[config.mk]
export PLATFORM = sky130hd
export DESIGN_NAME = adc_sar_host
export DESIGN_NICKNAME = d
export VERILOG_FILES = /design/src/rtl/adc_host_pkg.sv /design/src/rtl/adc_host_req.sv /design/src/rtl/adc_host_seq.sv /design/src/rtl/adc_host_shift.sv /design/src/rtl/adc_sar_host.sv
export SDC_FILE = /design/constraint.sdc
export NUM_CORES = 1
export LEC_CHECK = 0
export BUFFER_PORTS_ARGS = -buffer_cell sky130_fd_sc_hd__buf_2
export CORE_MARGIN = 2
export CORE_UTILIZATION = 51
export CTS_CLUSTER_DIAMETER = 200
export DETAILED_ROUTE_END_ITERATION = 8
export PLACE_DENSITY = 0.75
export SYNTH_ARGS = -nofsm -noshare
export SYNTH_HDL_FRONTEND = slang
export SYNTH_SLANG_ARGS = --single-unit
[constraint.sdc]
create_clock -name clk -period 2.21 [get_ports clk]
set_input_delay 0.221 -clock clk [delete_from_list [all_inputs] [get_ports clk]]
set_output_delay 0.221 -clock clk [all_outputs]
set_load 0.01 [all_outputs]
[src/rtl/adc_host_pkg.sv]
package adc_host_pkg;

    localparam int RES_BITS = 12;
    localparam int CFG_BITS = 2;

    typedef struct packed {
        logic single_ended;
        logic odd_sel;
    } chan_cfg_t;

    typedef enum logic [2:0] {
        ST_IDLE,
        ST_CONVERT,
        ST_SETUP,
        ST_SHIFT,
        ST_HOLD
    } seq_state_e;

    typedef struct packed {
        logic [RES_BITS-1:0] code;
        chan_cfg_t           cfg;
        logic                dflt;
    } result_t;

    function automatic int max_of4(int a, int b, int c, int d);
        int m;
        m = a;
        if (b > m) m = b;
        if (c > m) m = c;
        if (d > m) m = d;
        return m;
    endfunction

    function automatic int bits_for(int v);
        return (v < 2) ? 1 : $clog2(v + 1);
    endfunction

endpackage

[src/rtl/adc_host_req.sv]
module adc_host_req #(
    parameter int RATE_W = 16
) (
    input  logic              clk,
    input  logic              rst,
    input  logic              start_i,
    input  logic              auto_en_i,
    input  logic [RATE_W-1:0] rate_div_i,
    input  logic              idle_i,
    output logic              req_o
);

    logic [RATE_W-1:0] tick_cnt_q;
    logic              tick;

    assign tick = auto_en_i && (tick_cnt_q >= rate_div_i);

    always_ff @(posedge clk) begin
        if (rst || !auto_en_i) begin
            tick_cnt_q <= '0;
        end else if (tick) begin
            tick_cnt_q <= '0;
        end else begin
            tick_cnt_q <= tick_cnt_q + 1'b1;
        end
    end

    // requests outside idle are dropped, never queued
    assign req_o = idle_i && (start_i || tick);

endmodule

[src/rtl/adc_host_seq.sv]
module adc_host_seq
    import adc_host_pkg::*;
#(
    parameter int NBITS     = RES_BITS,
    parameter int CONV_CYC  = 8,
    parameter int SETUP_CYC = 2,
    parameter int SCK_HALF  = 2,
    parameter int HOLD_CYC  = 2
) (
    input  logic                     clk,
    input  logic                     rst,
    input  logic                     req_i,
    output logic                     conv_o,
    output logic                     sck_o,
    output logic                     launch_o,
    output logic                     rise_o,
    output logic                     fall_o,
    output logic                     done_o,
    output logic                     idle_o,
    output logic [$clog2(NBITS)-1:0] bit_o
);

    localparam int CNT_MAX = max_of4(CONV_CYC, SETUP_CYC, SCK_HALF, HOLD_CYC);
    localparam int CNT_W   = bits_for(CNT_MAX);
    localparam int BIT_W   = $clog2(NBITS);

    localparam logic [CNT_W-1:0] CONV_LD  = CNT_W'(CONV_CYC - 1);
    localparam logic [CNT_W-1:0] SETUP_LD = CNT_W'(SETUP_CYC - 1);
    localparam logic [CNT_W-1:0] HALF_LD  = CNT_W'(SCK_HALF - 1);
    localparam logic [CNT_W-1:0] HOLD_LD  = CNT_W'(HOLD_CYC - 1);
    localparam logic [BIT_W-1:0] LAST_BIT = BIT_W'(NBITS - 1);

    seq_state_e       state_q;
    logic [CNT_W-1:0] cnt_q;
    logic [BIT_W-1:0] bit_q;
    logic             conv_q;
    logic             sck_q;
    logic             cnt_zero;

    assign cnt_zero = (cnt_q == '0);

    always_ff @(posedge clk) begin
        if (rst) begin
            state_q <= ST_IDLE;
            cnt_q   <= '0;
            bit_q   <= '0;
            conv_q  <= 1'b0;
            sck_q   <= 1'b0;
        end else begin
            case (state_q)
                ST_IDLE: begin
                    if (req_i) begin
                        state_q <= ST_CONVERT;
                        cnt_q   <= CONV_LD;
                        conv_q  <= 1'b1;
                        bit_q   <= '0;
                    end
                end
                ST_CONVERT: begin
                    if (cnt_zero) begin
                        state_q <= ST_SETUP;
                        cnt_q   <= SETUP_LD;
                        conv_q  <= 1'b0;
                    end else begin
                        cnt_q <= cnt_q - 1'b1;
                    end
                end
                ST_SETUP: begin
                    if (cnt_zero) begin
                        state_q <= ST_SHIFT;
                        cnt_q   <= HALF_LD;
                        sck_q   <= 1'b1;
                    end else begin
                        cnt_q <= cnt_q - 1'b1;
                    end
                end
                ST_SHIFT: begin
                    if (cnt_zero) begin
                        if (sck_q) begin
                            sck_q <= 1'b0;
                            if (bit_q == LAST_BIT) begin
                                state_q <= ST_HOLD;
                                cnt_q   <= HOLD_LD;
                            end else begin
                                bit_q <= bit_q + 1'b1;
                                cnt_q <= HALF_LD;
                            end
                        end else begin
                            sck_q <= 1'b1;
                            cnt_q <= HALF_LD;
                        end
                    end else begin
                        cnt_q <= cnt_q - 1'b1;
                    end
                end
                ST_HOLD: begin
                    if (cnt_zero) begin
                        state_q <= ST_IDLE;
                    end else begin
                        cnt_q <= cnt_q - 1'b1;
                    end
                end
                default: state_q <= ST_IDLE;
            endcase
        end
    end

    assign conv_o   = conv_q;
    assign sck_o    = sck_q;
    assign bit_o    = bit_q;
    assign idle_o   = (state_q == ST_IDLE);
    assign launch_o = (state_q == ST_IDLE) && req_i;
    assign rise_o   = cnt_zero && (((state_q == ST_SETUP)) ||
                                   ((state_q == ST_SHIFT) && !sck_q));
    assign fall_o   = cnt_zero && (state_q == ST_SHIFT) && sck_q;
    assign done_o   = cnt_zero && (state_q == ST_HOLD);

    // shift clock only runs with the convert strobe low
    p_sck_conv_low_r3: assert property (@(posedge clk) disable iff (rst)
        sck_q |-> !conv_q);

    // strobe falls with shift clock idle, entering the setup gap
    p_fall_into_setup_r3: assert property (@(posedge clk) disable iff (rst)
        $fell(conv_q) |-> (!sck_q && state_q == ST_SETUP));

    // a conversion only starts out of idle
    p_conv_from_idle_r2: assert property (@(posedge clk) disable iff (rst)
        $rose(conv_q) |-> ($past(state_q) == ST_IDLE));

    // bit index never passes the last result bit
    p_bit_range_r4: assert property (@(posedge clk) disable iff (rst)
        bit_q <= LAST_BIT);

endmodule

[src/rtl/adc_host_shift.sv]
module adc_host_shift
    import adc_host_pkg::*;
#(
    parameter logic [CFG_BITS-1:0] DEFAULT_CFG = 2'b10
) (
    input  logic      clk,
    input  logic      rst,
    input  logic      launch_i,
    input  logic      rise_i,
    input  logic      fall_i,
    input  logic      done_i,
    input  chan_cfg_t cfg_i,
    input  logic      sdo_i,
    output logic      sdi_o,
    output logic      valid_o,
    output result_t   res_o
);

    logic [RES_BITS-1:0] cap_q;
    logic [CFG_BITS-1:0] sdi_q;
    chan_cfg_t           sent_q;
    chan_cfg_t           prev_q;
    logic                first_q;

    always_ff @(posedge clk) begin
        if (rst) begin
            cap_q   <= '0;
            sdi_q   <= '0;
            sent_q  <= chan_cfg_t'(DEFAULT_CFG);
            prev_q  <= chan_cfg_t'(DEFAULT_CFG);
            first_q <= 1'b1;
            valid_o <= 1'b0;
            res_o   <= '0;
        end else begin
            valid_o <= 1'b0;
            if (launch_i) begin
                sdi_q  <= cfg_i;
                sent_q <= cfg_i;
            end
            if (rise_i) begin
                cap_q <= {cap_q[RES_BITS-2:0], sdo_i};
            end
            if (fall_i) begin
                sdi_q <= {sdi_q[CFG_BITS-2:0], 1'b0};
            end
            if (done_i) begin
                valid_o    <= 1'b1;
                res_o.code <= cap_q;
                res_o.cfg  <= prev_q;
                res_o.dflt <= first_q;
                prev_q     <= sent_q;
                first_q    <= 1'b0;
            end
        end
    end

    assign sdi_o = sdi_q[CFG_BITS-1];

    // result strobe is a single-cycle pulse
    p_valid_pulse_r8: assert property (@(posedge clk) disable iff (rst)
        valid_o |=> !valid_o);

endmodule

[src/rtl/adc_sar_host.sv]
module adc_sar_host
    import adc_host_pkg::*;
#(
    parameter int                  CONV_CYC    = 8,
    parameter int                  SETUP_CYC   = 2,
    parameter int                  SCK_HALF    = 2,
    parameter int                  HOLD_CYC    = 2,
    parameter int                  RATE_W      = 16,
    parameter logic [CFG_BITS-1:0] DEFAULT_CFG = 2'b10
) (
    input  logic                clk,
    input  logic                rst,
    input  logic                start_i,
    input  logic                auto_en_i,
    input  logic [RATE_W-1:0]   rate_div_i,
    input  logic [CFG_BITS-1:0] cfg_i,
    output logic                adc_conv_o,
    output logic                adc_sck_o,
    output logic                adc_sdi_o,
    input  logic                adc_sdo_i,
    output logic                busy_o,
    output logic                res_valid_o,
    output logic [RES_BITS-1:0] res_data_o,
    output logic [CFG_BITS-1:0] res_cfg_o,
    output logic                res_dflt_o
);

    localparam int BIT_W = $clog2(RES_BITS);

    logic             req;
    logic             idle;
    logic             launch;
    logic             rise;
    logic             fall;
    logic             done;
    logic [BIT_W-1:0] bit_idx;
    result_t          res;

    adc_host_req #(
        .RATE_W(RATE_W)
    ) u_req (
        .clk       (clk),
        .rst       (rst),
        .start_i   (start_i),
        .auto_en_i (auto_en_i),
        .rate_div_i(rate_div_i),
        .idle_i    (idle),
        .req_o     (req)
    );

    adc_host_seq #(
        .NBITS    (RES_BITS),
        .CONV_CYC (CONV_CYC),
        .SETUP_CYC(SETUP_CYC),
        .SCK_HALF (SCK_HALF),
        .HOLD_CYC (HOLD_CYC)
    ) u_seq (
        .clk     (clk),
        .rst     (rst),
        .req_i   (req),
        .conv_o  (adc_conv_o),
        .sck_o   (adc_sck_o),
        .launch_o(launch),
        .rise_o  (rise),
        .fall_o  (fall),
        .done_o  (done),
        .idle_o  (idle),
        .bit_o   (bit_idx)
    );

    adc_host_shift #(
        .DEFAULT_CFG(DEFAULT_CFG)
    ) u_shift (
        .clk     (clk),
        .rst     (rst),
        .launch_i(launch),
        .rise_i  (rise),
        .fall_i  (fall),
        .done_i  (done),
        .cfg_i   (chan_cfg_t'(cfg_i)),
        .sdo_i   (adc_sdo_i),
        .sdi_o   (adc_sdi_o),
        .valid_o (res_valid_o),
        .res_o   (res)
    );

    assign busy_o     = !idle;
    assign res_data_o = res.code;
    assign res_cfg_o  = res.cfg;
    assign res_dflt_o = res.dflt;

    // configuration line quiet once the channel-word slots are used
    p_sdi_quiet_r6: assert property (@(posedge clk) disable iff (rst)
        (!idle && (int'(bit_idx) >= CFG_BITS)) |-> !adc_sdi_o);

    // a result is never presented while a frame is running
    p_valid_not_busy_r11: assert property (@(posedge clk) disable iff (rst)
        res_valid_o |-> !busy_o);

endmodule

==> results.cfg, run 1 <==
[run_status]
status = complete, but fails checks
violations = setup timing

[power]
p_leak_nw = 1.78
p_seq_share_pct = 42.0
p_switching_w = 0.000903
ir_drop_uv = 405
p_int_w = 0.00209
power.total_w = 0.00300
p_per_area_mw_per_mm2 = 745
clock_power_share_pct = 38.6
pwr-share-comb_pct = 19.3
swShare_pct = 30.1

[worst_setup_path]
critPathTopFamily = simple AND/OR/NAND/NOR gates
slowest_stage = or4_4
cp_max_fo = 5
cp-end-kind = flop
worst_setup_path_start_kind = flop
critPathMaxStageDelay_ns = 0.47
cp_cell_sequence = ha_4 -> nand4_1 -> or2_1 -> or4_4 -> a31oi_4 -> o22ai_2 -> a2111oi_2
criticalPathCategory = flop to flop
r2r_slack_ns = -0.1
cp.buffers_inverters = 0
required_ns = 2.45
r2r_end = u_seq.state_q[0]
r2r-start = u_req.tick_cnt_q[13]
worstPathArrival_ns = 2.55
r2r_cells = 7

[drt]
drc = 0
dr.pass1.iters = 4
vias = 2883
drtAntennaViolNets = 0
routed_via_density = 5.54
wl_mm = 7.45
wl_per_cell_um = 14.3
dr.first_iter.drc_count = 175

[synth]
synth_edf_count = 0
synth_top_family_by_area = simple AND/OR/NAND/NOR gates
synth_compound_area_share_pct = 15.6
synth-xor-area-share_pct = 3.93
synth_warnings = 0
syn_inst = 367
yosys.area.top_type = dfxtp_1
synthesis.nets = 410
synth_flop_cell = dfxtp_1
ys_types = 52
synth_area_mm2 = 0.00312
synthMuxAreaShare_pct = 4.90
synth.area.top_cells = dfxtp_1 41%, ha_1 8.0%, a21oi_1 5.5%
yosys.area_share.simple_pct = 21.5
synth_area_per_cell_um2 = 8.50
async_flop_share_pct = 0
synthAdderAreaFrac_pct = 8.03
seq_area_frac_synth_pct = 41.1
yosys_register_bits = 64
synth_top_area_share_pct = 41.1

[clock_tree]
htreeDepth = 3
clock-root-buffer = clkbuf_8
clkLatencyLatePin_ns = 0.35
cts_tree = yes
cts_buffers = 9
cts_buffer_depth = 2
path_clk_slew_ns = 0.08
postCtsHoldBufs = 0
cts.sinks = 64

[min_path]
worstHoldPathCells = 3
holdCritPathClass = input pin to flop
min_from = adc_sdo_i
holdPathEnd = u_shift.cap_q[0]

[cells_and_area]
stdcell_area_mm2 = 0.00402
fin_cells = 520
nNetsFinal = 483
drive_gt1_share_pct = 27.0
syn_to_final_growth_pct = 28.9
n_fill_cell = 486
layout_commonest_cell = dfxtp_1
insertedDiodeCount = 0
final_cell_mix = 60 x dfxtp_1, 45 x nand2_1, 42 x buf_2, 38 x nor2_1, 32 x buf_4

[die]
start_util_pct = 52.7
die_area_mm2 = 0.00676
ios = 43
die_w_um = 82.2
coreArea_mm2 = 0.00592
rows = 28
fp.dieH_um = 82.2

[global_route]
grt_first_pass_wirelength_mm = 11.7
grt_overflow = 0
grt_max_degree = 30
antenna_found_initial = 0
grt_pass1_vias = 2566
grt_usage_pct = 22.8

[flow_run]
maxCapViolations = 0

[sta]
setup_viol = 5
holdWs_ns = 0.128
hold_viol_final = 0
relSlewSlack_pct = 65.3
fmax_mhz = 433
post-route-worst-setup-slack_ns = -0.0978
rsz0062_at_grt = yes
tightest_slew_ns = 0.517
maxSlewViolCount = 0
fin_crit_sh_pct = 104
fin_skew_ns = 0.0115
period_needed_ns = 2.31

[place]
portBuffers = 42
dpl.hpwl_mm = 4.89
numPlacedInstances = 499
place.gp.congestion = 0.866
place_area_mm2 = 0.00362
-- stage by stage --
step / setup slack, ns / TNS, ns / utilization [%]
floorplan: 0.0134 / 0 / -
global placement: -0.0610 / -0.135 / 61.2
detailed placement: -0.107 / -0.473 / 61.2
CTS: -0.112 / -0.224 / 66.4
global route: -0.168 / -0.617 / 67.9
finish: -0.0978 / -0.200 / 67.9
-- routing by layer --
layer | vias to the layer above | global-route usage, % | part of all wire (%)
li1 | 1436 | - | -
met5 | - | 0 | 0
met4 | 0 | 10.2 | 2.1
met3 | 15 | 5.00 | 5.0
met1 | 1348 | 28.1 | 43
met2 | 84 | 38.0 | 50
-- how the worst max path moves through the flow --
stage	startpoint	to	slack (ns)	cells after the start
after floorplan	u_req.tick_cnt_q[0]	u_seq.bit_o[0]	0.01	8
after global placement	rate_div_i[13]	u_seq.state_q[0]	-0.06	9
after detailed placement	rate_div_i[13]	u_seq.state_q[0]	-0.11	9
after CTS	u_req.tick_cnt_q[9]	u_seq.bit_o[0]	-0.11	7
after global routing	u_req.tick_cnt_q[9]	u_seq.state_q[0]	-0.17	7
final	u_req.tick_cnt_q[13]	u_seq.state_q[0]	-0.1	7
-- Yosys cell counts, types with 4 or more instances --
| cell type | n |
|---|---|
| o21a_1 | 4 |
| clkbuf_1 | 11 |
| nand4_1 | 9 |
| dfxtp_1 | 64 |
| mux2i_1 | 13 |
| a21oi_1 | 34 |
| inv_1 | 26 |
| nor2_1 | 38 |
| o21ai_0 | 7 |
| ha_1 | 20 |
| xor2_1 | 11 |
| nor3_1 | 8 |
| o31ai_1 | 4 |
| nand2_1 | 45 |
| and3_1 | 8 |
| nand3_1 | 11 |
-- cell type report --
cell class | instances | area, um2 | area share [%]
multi-input combinational | 263 | 1830 | 45.6
sequential | 64 | 1290 | 32.0
timing repair buffer | 76 | 482 | 12.0
clock buffer | 9 | 124 | 3.08
clock inverter | 7 | 104 | 2.58
inverter | 26 | 97.6 | 2.43
tap | 75 | 93.8 | 2.33
-- power by group through the flow --
stage / clock network, W / logic (W) / registers [W]
after global routing: 0.00122 / 0.000626 / 0.00127
after detailed placement: 0 / 0.000512 / 0.00128
final: 0.00116 / 0.000579 / 0.00126
after global placement: 0 / 0.000507 / 0.00128
after CTS: 0.00117 / 0.000531 / 0.00125
after floorplan: 0 / 0.000349 / 0.00126
-- sequential cells by signal, indices dropped and copies added, names as in the netlist, 2 cells and up --
| signal | flops |
|---|---|
| u_seq.bit_o | 4 |
| u_shift.cap_q | 12 |
| u_shift.sdi_q | 2 |
| u_req.tick_cnt_q | 16 |
| u_seq.cnt_q | 4 |
| u_shift.prev_q | 2 |
| u_shift.res_o | 15 |
| u_seq.state_q | 3 |
| u_shift.sent_q | 2 |
-- worst min-delay path: stages --
cell and delay [ns]:
buf_2 0.08, mux2i_1 0.05, nor2_1 0.08
-- cells by family after synthesis --
group	count (synthesis)
AND/OR/NAND/NOR	140
AO/OA/AOI/OAI	73
flip-flops	64
buffers and inverters	41
adder cells (fa/ha/maj)	20
multiplexers	15
XOR/XNOR	14
-- repair_timing --
| item | in CTS | in global routing |
|---|---|---|
| buffers inserted | 2 | 2 |
| pin swaps | 4 | 3 |
| endpoints found under the setup margin | 6 | 25 |
| hold endpoints to repair | 0 | 0 |
| cloned | 1 | 0 |
| resized for setup | 9 | 10 |
No activity file was read; power rests on OpenSTA's default activity.
==> run 2: changes to the inputs <==
RECOVER_POWER = 50   (was default)
==> results.cfg, run 2 (synthesis results as in run 1) <==
[power]
p_per_area_mw_per_mm2 = 748
ir_drop_uv = 401
p_leak_nw = 1.69
power.total_w = 0.00298

[drt]
wl_mm = 7.46
dr.first_iter.drc_count = 120
routed_via_density = 5.53
wl_per_cell_um = 14.3
vias = 2873
dr.pass1.iters = 4
drtAntennaViolNets = 0
drc = 0

[worst_setup_path]
cp_max_fo = 5
r2r_end = u_seq.state_q[0]
criticalPathCategory = flop to flop
required_ns = 2.45
worst_setup_path_start_kind = flop
r2r-start = u_req.tick_cnt_q[13]
r2r_slack_ns = -0.09
worstPathArrival_ns = 2.54
r2r_cells = 7
cp-end-kind = flop

[sta]
period_needed_ns = 2.30
relSlewSlack_pct = 58.4
post-route-worst-setup-slack_ns = -0.0941
maxSlewViolCount = 0
rsz0062_at_grt = yes
hold_viol_final = 0
fmax_mhz = 434
fin_skew_ns = 0.0102
setup_viol = 5
fin_crit_sh_pct = 104
tightest_slew_ns = 0.622

[place]
dpl.hpwl_mm = 4.89
place_area_mm2 = 0.00362
portBuffers = 42
place.gp.congestion = 0.866
numPlacedInstances = 499

[run_status]
status = complete, but fails checks
violations = setup timing

[die]
die_area_mm2 = 0.00676
fp.dieH_um = 82.2
die_w_um = 82.2
rows = 28
start_util_pct = 52.7
ios = 43
coreArea_mm2 = 0.00592

[flow_run]
maxCapViolations = 0

[clock_tree]
cts_tree = yes
clkLatencyLatePin_ns = 0.35
clock-root-buffer = clkbuf_8
cts_buffer_depth = 2
path_clk_slew_ns = 0.08
cts.sinks = 64
cts_buffers = 9
htreeDepth = 3

[cells_and_area]
final_cell_mix = 60 x dfxtp_1, 45 x nand2_1, 38 x nor2_1, 31 x a21oi_1, 31 x buf_4
drive_gt1_share_pct = 22.2
n_fill_cell = 504
largest_reg_flops = 16
fin_cells = 520
stdcell_area_mm2 = 0.00399
max_flop_register = u_req.tick_cnt_q
syn_to_final_growth_pct = 27.8
ff_latch_area_mm2 = 0.00129
layout_commonest_cell = dfxtp_1
nNetsFinal = 483
multiInputGateArea_mm2 = 0.00183
reg_top3 = u_req.tick_cnt_q (16), u_shift.res_o (15), u_shift.cap_q (12)
insertedDiodeCount = 0

[min_path]
holdPathEnd = u_shift.cap_q[0]
min_from = adc_sdo_i
worstHoldPathCells = 3
holdCritPathClass = input pin to flop

[global_route]
antenna_found_initial = 0
grt_pass1_vias = 2566
grt_first_pass_wirelength_mm = 11.7
grt_usage_pct = 22.8
grt_overflow = 0
grt_max_degree = 30
==> run 2: cell count changes in the layout (fill, tap and decap cells not counted) <==
cell,before,now
buf_4,32,31
clkbuf_2,0,1
clkbuf_1,0,20
nor3b_2,1,0
buf_2,42,22
nor3b_1,0,1
==> run 2: what timing repair did <==
action                     in CTS  in global routing
cloned                          1                  0
hold buffers                    0                  0
buffers inserted                2                  2
setup endpoints to repair       6                 25
pin swaps                       4                  3
resized for setup               9                 10
==> run 2: worst max path at each step <==
stage / startpoint / end / slack (ns) / cells after the start
after floorplan: u_req.tick_cnt_q[0] / u_seq.bit_o[0] / 0.01 / 8
after global placement: rate_div_i[13] / u_seq.state_q[0] / -0.06 / 9
after detailed placement: rate_div_i[13] / u_seq.state_q[0] / -0.11 / 9
after CTS: u_req.tick_cnt_q[9] / u_seq.bit_o[0] / -0.11 / 7
after global routing: u_req.tick_cnt_q[9] / u_seq.state_q[0] / -0.17 / 7
final: u_req.tick_cnt_q[13] / u_seq.state_q[0] / -0.09 / 7
==> run 2: critical path: stages (launching register included) <==
cell and delay, ns:
dfxtp_2 0.34, ha_4 0.26, nand4_1 0.12, or2_1 0.25, or4_4 0.47, a31oi_4 0.28
o22ai_2 0.13, a2111oi_2 0.35
==> run 2: stage by stage <==
stage	worst slack (ns)	hold WS [ns]	TNS [ns]	util [%]
after floorplan	0.0134	0.365	0	-
after global placement	-0.0610	0.430	-0.135	61.2
after detailed placement	-0.107	0.435	-0.473	61.2
after CTS	-0.112	0.129	-0.224	66.4
after global routing	-0.168	0.170	-2.46	67.3
final	-0.0941	0.132	-0.182	67.3
==> run 2: final cells by class <==
type | instances | area share [%]
tap | 75 | 2.35
sequential | 64 | 32.3
timing repair buffer | 76 | 11.4
inverter | 26 | 2.45
clock inverter | 7 | 2.61
clock buffer | 9 | 3.11
multi-input combinational | 263 | 45.8
==> run 2: where the power goes <==
group | internal [W] | switching [W]
registers | 0.00120 | 0.0000559
logic | 0.000231 | 0.000336
clock network | 0.000649 | 0.000507
total | 0.00208 | 0.000899
==> run 2: layer usage <==
| layer | up-vias | share of wire, % | GRT usage (%) | routed length [um] |
|---|---|---|---|---|
| met5 | - | 0 | 0 | 0 |
| met2 | 70 | 50 | 38.0 | 3720 |
| met1 | 1354 | 44 | 28.1 | 3300 |
| met4 | 0 | 1.5 | 10.2 | 109 |
| met3 | 10 | 4.4 | 5.00 | 331 |
| li1 | 1439 | - | - | - |
==> run 3: changes to the inputs <==
CORE_UTILIZATION = 34   (was 51)
PLACE_DENSITY = default   (was 0.75)
==> results.cfg, run 3 (synthesis results as in run 1) <==
[worst_setup_path]
r2r_slack_ns = -0.08
criticalPathCategory = flop to flop
r2r-start = u_req.tick_cnt_q[13]
cp-end-kind = flop
slowest_stage = or4_4
cp_max_fo = 7
worst_setup_path_start_kind = flop
critPathMaxStageDelay_ns = 0.45
cp_cell_sequence = ha_4 -> nand4_1 -> or2_1 -> or4_4 -> a31oi_4 -> o22ai_2 -> a2111oi_2
required_ns = 2.45
r2r_end = u_seq.state_q[0]
r2r_cells = 7
worstPathArrival_ns = 2.53

[clock_tree]
cts_buffer_depth = 2
path_clk_slew_ns = 0.08
cts.sinks = 64
cts_buffers = 9
clock-root-buffer = clkbuf_8
clkLatencyLatePin_ns = 0.34
htreeDepth = 3
cts_tree = yes
postCtsHoldBufs = 0

[cells_and_area]
final_cell_mix = 61 x dfxtp_1, 45 x nand2_1, 38 x nor2_1, 34 x a21oi_1, 28 x buf_4
max_flop_register = u_req.tick_cnt_q
stdcell_area_mm2 = 0.00398
layout_commonest_cell = dfxtp_1
nNetsFinal = 481
syn_to_final_growth_pct = 27.8
reg_top3 = u_req.tick_cnt_q (16), u_shift.res_o (15), u_shift.cap_q (12)
insertedDiodeCount = 0
drive_gt1_share_pct = 21.4
largest_reg_flops = 16

[power]
ir_drop_uv = 317
p_per_area_mw_per_mm2 = 737
p_leak_nw = 1.69

[drt]
vias = 2785
drtAntennaViolNets = 0
wl_mm = 7.19
dr.first_iter.drc_count = 109
wl_per_cell_um = 13.1
routed_via_density = 5.05
drc = 0
dr.pass1.iters = 4

[global_route]
grt_pass1_vias = 2649
antenna_found_initial = 0
grt_max_degree = 46
grt_overflow = 0
grt_usage_pct = 14.8
grt_first_pass_wirelength_mm = 11.8

[die]
start_util_pct = 35.4
coreArea_mm2 = 0.00881
fp.dieH_um = 99.8
die_w_um = 99.8
ios = 43
rows = 34
die_area_mm2 = 0.00995

[sta]
setup-tns-final_ns = -0.263
hold_viol_final = 0
post-route-worst-setup-slack_ns = -0.0792
tightest_slew_ns = 0.547
setup_viol = 7
holdWs_ns = 0.121
fmax_mhz = 437
relSlewSlack_pct = 63.2
maxSlewViolCount = 0
fin_skew_ns = 0.0112
rsz0062_at_grt = yes
fin_crit_sh_pct = 104
period_needed_ns = 2.29

[flow_run]
maxCapViolations = 0

[place]
portBuffers = 42
pre_cts_ws_ns = -0.123
place_area_mm2 = 0.00366
place.gp.congestion = 0.789
dpl.hpwl_mm = 5.12

[run_status]
status = complete, but fails checks
violations = setup timing

[min_path]
min_from = adc_sdo_i
holdPathEnd = u_shift.cap_q[0]
worstHoldPathCells = 3
holdCritPathClass = input pin to flop
==> run 3: changes by cell type in the layout (fill, tap and decap cells not counted), sizes merged <==
cell / previous run / this run
a31oi: 3 / 2
clkinvlp: 0 / 1
clkinv: 3 / 2
buf: 55 / 54
==> run 3: layer usage <==
| metal | routed length [um] | part of all wire [%] | global-route usage, % |
|---|---|---|---|
| met1 | 3380 | 47 | 17.6 |
| met2 | 3450 | 48 | 25.3 |
| met3 | 244 | 3.4 | 4.36 |
| met4 | 117 | 1.6 | 5.58 |
| met5 | 0 | 0 | 0 |
==> run 3: worst max-delay path: cells and delay by family, from the launching register on <==
family / cells / cell delay (ns)
compound gates: 3 / 0.72
fa+ha+maj: 1 / 0.26
flops: 1 / 0.34
simple gates: 3 / 0.88
==> run 3: cell type report <==
cell class / instances / area, um2
Inverter: 26 / 97.6
Clock buffer: 9 / 124
Clock inverter: 7 / 103
Multi-Input combinational cell: 262 / 1770
Sequential cell: 64 / 1280
Fill cell: 874 / 4820
Timing Repair Buffer: 75 / 469
Tap cell: 108 / 135
==> run 3: metrics by stage <==
step,total power (W),util (%),instances
2_1_floorplan,0.00161,-,367
3_3_place_gp,0.00179,41.6,532
3_5_place_dp,0.00179,41.6,532
4_1_cts,0.00296,44.4,549
5_1_grt,0.00310,45.2,551
6_report,0.00294,45.2,551
==> run 3: power by group <==
group	total (W)	internal, W	switching [W]
logic	0.000536	0.000225	0.000312
registers	0.00126	0.00120	0.0000577
clock network	0.00114	0.000646	0.000494
==> run 3: how the worst max path moves through the flow <==
stage | endpoint | slack, ns | start | cells after the start
after floorplan | u_seq.bit_o[0] | 0.01 | u_req.tick_cnt_q[0] | 8
after global placement | u_seq.bit_o[0] | -0.09 | rate_div_i[0] | 8
after detailed placement | u_seq.state_q[0] | -0.12 | rate_div_i[15] | 9
after CTS | u_seq.bit_o[0] | -0.14 | u_req.tick_cnt_q[0] | 8
after global routing | u_seq.state_q[0] | -0.23 | u_req.tick_cnt_q[13] | 7
final | u_seq.state_q[0] | -0.08 | u_req.tick_cnt_q[13] | 7
==> run 3: repair_timing <==
item,in CTS,in global routing
setup buffers,1,1
endpoints found under the setup margin,9,39
resized for setup,2,15
cloned,0,1
pin swaps,1,6
